### config.mk
export PLATFORM = sky130hd
export DESIGN_NAME = la_iir1
export DESIGN_NICKNAME = d
export VERILOG_FILES = /design/src/rtl/la_iir1_pkg.sv /design/src/rtl/la_iir1_ffwd.sv /design/src/rtl/la_iir1_fbk.sv /design/src/rtl/la_iir1.sv
export SDC_FILE = /design/constraint.sdc
export NUM_CORES = 1
export LEC_CHECK = 0
export BUFFER_PORTS_ARGS = -buffer_cell sky130_fd_sc_hd__buf_2
export CAP_MARGIN = 20
export CELL_PAD_IN_SITES_DETAIL_PLACEMENT = 1
export CELL_PAD_IN_SITES_GLOBAL_PLACEMENT = 1
export CORE_MARGIN = 4
export CORE_UTILIZATION = 52
export DETAILED_ROUTE_END_ITERATION = 10
export HOLD_SLACK_MARGIN = 0.02
export PLACE_DENSITY = 0.9
export SETUP_SLACK_MARGIN = 0.15
export SYNTH_ARGS = -nofsm -noshare
export SYNTH_HDL_FRONTEND = slang
export SYNTH_SLANG_ARGS = --single-unit
### constraint.sdc
create_clock -name clk -period 11.82 [get_ports clk]
set_input_delay 1.773 -clock clk [delete_from_list [all_inputs] [get_ports clk]]
set_output_delay 1.773 -clock clk [all_outputs]
set_load 0.03 [all_outputs]
### src/rtl/la_iir1_pkg.sv
package la_iir1_pkg;

    // Keep the low w bits of v and sign-extend them.
    function automatic longint fx_wrap(longint v, int w);
        longint span;
        longint r;
        span = longint'(1) << w;
        r    = v & (span - 1);
        if (r >= (span >> 1)) r = r - span;
        return r;
    endfunction

    // Fixed-point product: floor shift by frac, wrap to w bits.
    function automatic longint fx_mul(longint a, longint b, int frac, int w);
        return fx_wrap((a * b) >>> frac, w);
    endfunction

    // Gain a raised to power n, starting from 1.0, through fx_mul.
    function automatic longint fx_pow(longint a, int n, int frac, int w);
        longint r;
        r = fx_wrap(longint'(1) << frac, w);
        for (int k = 0; k < n; k++) r = fx_mul(a, r, frac, w);
        return r;
    endfunction

    // Feed-forward tap i: b scaled i times by a.
    function automatic longint fx_tap(longint a, longint b, int i, int frac, int w);
        longint r;
        r = fx_wrap(b, w);
        for (int k = 0; k < i; k++) r = fx_mul(a, r, frac, w);
        return r;
    endfunction

endpackage

### src/rtl/la_iir1_ffwd.sv
module la_iir1_ffwd #(
    parameter int W    = 16,
    parameter int FRAC = 14,
    parameter int M    = 2,
    parameter int A    = 12288,
    parameter int B    = 4096
) (
    input  logic                clk,
    input  logic                rst_n,
    input  logic                adv,
    input  logic signed [W-1:0] x_cur,
    output logic signed [W-1:0] ff_sum
);
    localparam int NDLY = M - 1;

    typedef struct packed {
        logic [NDLY-1:0][W-1:0] xd;
    } ff_state_t;

    ff_state_t s_d, s_q;

    logic signed [W-1:0] tap  [M];
    logic signed [W-1:0] term [M];

    assign tap[0] = x_cur;
    for (genvar i = 1; i < M; i++) begin : g_tap
        assign tap[i] = s_q.xd[i-1];
    end

    for (genvar i = 0; i < M; i++) begin : g_term
        localparam logic signed [W-1:0] CI =
            W'(la_iir1_pkg::fx_tap(longint'(A), longint'(B), i, FRAC, W));
        logic signed [2*W-1:0] prod;
        assign prod    = (2*W)'(tap[i]) * (2*W)'(CI);
        assign term[i] = W'(prod >>> FRAC);
    end

    always_comb begin
        logic signed [W-1:0] acc;
        acc = '0;
        for (int k = 0; k < M; k++) acc = acc + term[k];
        ff_sum = acc;
    end

    always_comb begin
        s_d = s_q;
        if (adv) begin
            s_d.xd[0] = x_cur;
            for (int k = 1; k < NDLY; k++) s_d.xd[k] = s_q.xd[k-1];
        end
    end

    always_ff @(posedge clk or negedge rst_n) begin
        if (!rst_n) s_q <= '0;
        else        s_q <= s_d;
    end

endmodule

### src/rtl/la_iir1_fbk.sv
module la_iir1_fbk #(
    parameter int W    = 16,
    parameter int FRAC = 14,
    parameter int M    = 2,
    parameter int A    = 12288
) (
    input  logic                clk,
    input  logic                rst_n,
    input  logic                adv,
    input  logic signed [W-1:0] y_now,
    output logic signed [W-1:0] fb_term
);
    localparam int NCH = M - 2;
    localparam logic signed [W-1:0] AM =
        W'(la_iir1_pkg::fx_pow(longint'(A), M, FRAC, W));

    logic signed [W-1:0] tail;

    if (NCH == 0) begin : g_nochain
        assign tail = y_now;
    end else begin : g_chain
        typedef struct packed {
            logic [NCH-1:0][W-1:0] yd;
        } ch_state_t;

        ch_state_t c_d, c_q;

        always_comb begin
            c_d = c_q;
            if (adv) begin
                c_d.yd[0] = y_now;
                for (int k = 1; k < NCH; k++) c_d.yd[k] = c_q.yd[k-1];
            end
        end

        always_ff @(posedge clk or negedge rst_n) begin
            if (!rst_n) c_q <= '0;
            else        c_q <= c_d;
        end

        assign tail = c_q.yd[NCH-1];
    end

    typedef struct packed {
        logic signed [W-1:0] prod;
    } pr_state_t;

    pr_state_t p_d, p_q;
    logic signed [2*W-1:0] full;

    assign full = (2*W)'(tail) * (2*W)'(AM);

    always_comb begin
        p_d = p_q;
        if (adv) p_d.prod = W'(full >>> FRAC);
    end

    always_ff @(posedge clk or negedge rst_n) begin
        if (!rst_n) p_q <= '0;
        else        p_q <= p_d;
    end

    assign fb_term = p_q.prod;

endmodule

### src/rtl/la_iir1.sv
module la_iir1 #(
    parameter int W    = 16,
    parameter int FRAC = 14,
    parameter int M    = 2,
    parameter int A    = 12288,
    parameter int B    = 4096
) (
    input  logic                clk,
    input  logic                rst_n,
    input  logic signed [W-1:0] x_in,
    input  logic                x_vld,
    output logic signed [W-1:0] y_out,
    output logic                y_vld
);
    typedef struct packed {
        logic signed [W-1:0] y;
        logic                vld;
    } out_state_t;

    out_state_t r_d, r_q;

    logic signed [W-1:0] ff_sum;
    logic signed [W-1:0] fb_term;

    la_iir1_ffwd #(.W(W), .FRAC(FRAC), .M(M), .A(A), .B(B)) u_ffwd (
        .clk    (clk),
        .rst_n  (rst_n),
        .adv    (x_vld),
        .x_cur  (x_in),
        .ff_sum (ff_sum)
    );

    la_iir1_fbk #(.W(W), .FRAC(FRAC), .M(M), .A(A)) u_fbk (
        .clk     (clk),
        .rst_n   (rst_n),
        .adv     (x_vld),
        .y_now   (r_q.y),
        .fb_term (fb_term)
    );

    always_comb begin
        r_d     = r_q;
        r_d.vld = x_vld;
        if (x_vld) r_d.y = ff_sum + fb_term;
    end

    always_ff @(posedge clk or negedge rst_n) begin
        if (!rst_n) r_q <= '0;
        else        r_q <= r_d;
    end

    assign y_out = r_q.y;
    assign y_vld = r_q.vld;

endmodule

==> out/qor.yml <==
status: "finished clean"
initial_core_util: 0.533
dieArea_um2: 10500
grt_pass1_vias: 4300
met3_length_um: 322
antenna_cells: 0
yosysUniqueCellTypes: 62
synth_nets: 591
nFillCells: 1012
htreeDepth: 2
synth_commonest_cells: "ha_1 (70), inv_1 (62), dfrtp_1 (49)"
root_buffer: "clkbuf_8"
top_layer: "met4"
finalHoldViolations: 0
area_growth_syn_to_layout_pct: 7.81
max_freq_mhz: 208
ctsResizeCount: 0
cts_tree: "done"
fin_worst_skew_ns: 0.0110
timing.slew.headroom: 0.482
min_period_ns: 4.82
hpwlAfterDp_mm: 9.04
cpPeakStageDelay_ns: 0.50
synth_edf_count: 0
post_cts_buffers: 0
ys_ff_latch: 49
netlist_area_um2: 4630
fin_tns_setup_ns: 0
ant_nets: 0
grt_pass1_wl_mm: 20.7
min_period_over_period: 0.407
ioPinCount: 36
avgSynthCellArea_um2: 9.54
max_cap_violations: 0
worst_pin_slew_ns: 0.773
drive_above_1_share: 0.145
die_w_um: 102
wl_met1_mm: 4.85
num_vias: 3748
cp.required_ns: 12.05
die_y_um: 102
crit_slowest_cell: "fa_1"
drt_iter0_drc: 144
routabilityCongestion: 0.856
crit_family: "compound AO/OA/AOI/OAI gates"
yosysTopAreaCellShare: 0.265
cts-buffers-inserted: 5
critPathLaunchType: "flop"
wl_per_cell_um: 18.7
path_clk_slew_ns: 0.09
cp_max_fo: 6
first_pass_iters: 4
async_flop_share: 1.00
synth_most_common_cell: "ha_1"
drv_slew: 0
routed_wl_mm: 11.7
grt_use_total: 0.249
cts_buffer_depth: 2
grt_max_degree: 58
synth_largest_area_cell: "dfrtp_1"
critPathKind: "reg2reg"
clkSinkCount: 49
cp_cell_sequence: "ha_1 > ha_1 > a211oi_1 > o21bai_1 > o2bb2ai_1 > a221o_1 > a21oi_1 > xor2_1 > fa_1 > inv_1 > ha_1 > a21oi_1 > o21ai_0 > or3_1 > or3_1 > a21o_1 > o211ai_1"
cp.arrival_ns: 5.04
synthTopCellsByArea: "dfrtp_1 (26%), ha_1 (19%), fa_1 (7.4%), mux2_2 (5.8%), inv_1 (5.0%)"
grt_overflow: 0
hp-class: "reg2reg"
row_count: 34
antenna_found_initial: 0
io_buffers: 35
crit_top_cell: "ha_1"
crit_path_end_kind: "flop"
drc: 0
dr_wl_met2_mm: 6.25
ys_seq_area_frac: 0.265
synth_cells: 485
vias_per_cell: 6.01
cp_num_buf_inv: 1
yosys_warnings: 0
grt_setup_unrepaired: "no"
cts_hold_buf: 0
setup_viol: 0
ys.flop_type: "dfrtp_1"
clk-insertion-delay-late_ns: 0.31
core_um2: 8680
nNetsFinal: 621
[layout by cell type (no fill, tap or decap), drive strengths merged, types with 8 or more instances in the layout]
| master | count |
|---|---|
| mux2 | 24 |
| or3 | 9 |
| a21o | 14 |
| nor2 | 24 |
| nand3 | 8 |
| xor2 | 9 |
| buf | 37 |
| dfrtp | 49 |
| inv | 62 |
| nand2 | 20 |
| fa | 17 |
| ha | 70 |
| a211oi | 9 |
| o21ai | 23 |
| xnor2 | 19 |
| a21oi | 24 |
[registers in the layout, summed over array words and instances (netlist names)]
signal         count
u_fbk.fb_term     16
u_ffwd.s_q        16
y_out             16
y_vld              1
[layout make-up]
cell class,instances,area [um^2],area share
clock inverters,1,5.00,0.00100
flip-flops and latches,49,1230,0.246
repair buffers,37,190,0.0381
clock buffers,7,96.3,0.0193
inverters,63,236,0.0474
well taps,108,135,0.0271
multi-input cells,359,3100,0.621
[through the flow]
step / hold slack [ns] / utilization / std cells / setup slack, ns / area, um^2
after detailed placement: 0.502 / 0.563 / 616 / 7.17 / 4890
after CTS: 0.525 / 0.575 / 624 / 7.08 / 4990
after floorplan: 0.481 / - / 485 / 7.65 / 4630
after global placement: 0.511 / 0.563 / 616 / 7.39 / 4890
after global routing: 0.568 / 0.575 / 624 / 6.78 / 4990
final: 0.522 / 0.575 / 624 / 7.00 / 4990
[worst paths after layout]
| path | from | to | slack (ns) | depth (start not counted) |
|---|---|---|---|---|
| max in group asynchronous | rst_n | u_fbk.fb_term[1]$_DFFE_PN0P_ | 9.80 | 2 |
| max reg2reg | u_ffwd.s_q[6]$_DFFE_PN0P_ | y_out[15]$_DFFE_PN0P_ | 7.00 | 17 |
| max | u_ffwd.s_q[6]$_DFFE_PN0P_ | y_out[15]$_DFFE_PN0P_ | 7.00 | 17 |
| min reg2reg | u_ffwd.s_q[0]$_DFFE_PN0P_ | u_ffwd.s_q[0]$_DFFE_PN0P_ | 0.52 | 1 |
| min in group asynchronous | rst_n | u_ffwd.s_q[14]$_DFFE_PN0P_ | 1.56 | 2 |
| min | u_ffwd.s_q[0]$_DFFE_PN0P_ | u_ffwd.s_q[0]$_DFFE_PN0P_ | 0.52 | 1 |
[layer usage]
layer	up-vias	track usage
met5	-	0
met1	1877	0.293
met4	0	0.0696
li1	1782	-
met3	21	0.0314
met2	68	0.472
[kinds of logic (layout without fill, tap and decap cells)]
kind of cell	count (synthesis)	in the layout	synth area share
xor gates and xnor gates	28	28	0.0530
and+or+nand+nor	92	92	0.101
buffers and inverters	77	108	0.0652
DFF	49	49	0.265
AOI/OAI and AO/OA	123	123	0.184
muxes	29	29	0.0692
adders and majority gates	87	87	0.263
[worst register-to-register path: stages (launching register included)]
cell       delay (ns)
dfrtp_1          0.41
ha_1             0.30
ha_1             0.38
a211oi_1         0.36
o21bai_1         0.13
o2bb2ai_1        0.24
a221o_1          0.38
a21oi_1          0.22
xor2_1           0.11
fa_1             0.50
inv_1            0.05
ha_1             0.35
a21oi_1          0.17
o21ai_0          0.17
or3_1            0.37
or3_1            0.35
a21o_1           0.17
o211ai_1         0.08
Power is left out: the tool's default activity adds up to more than one toggle a clock period on the data nets, which glitch-free logic cannot reach.
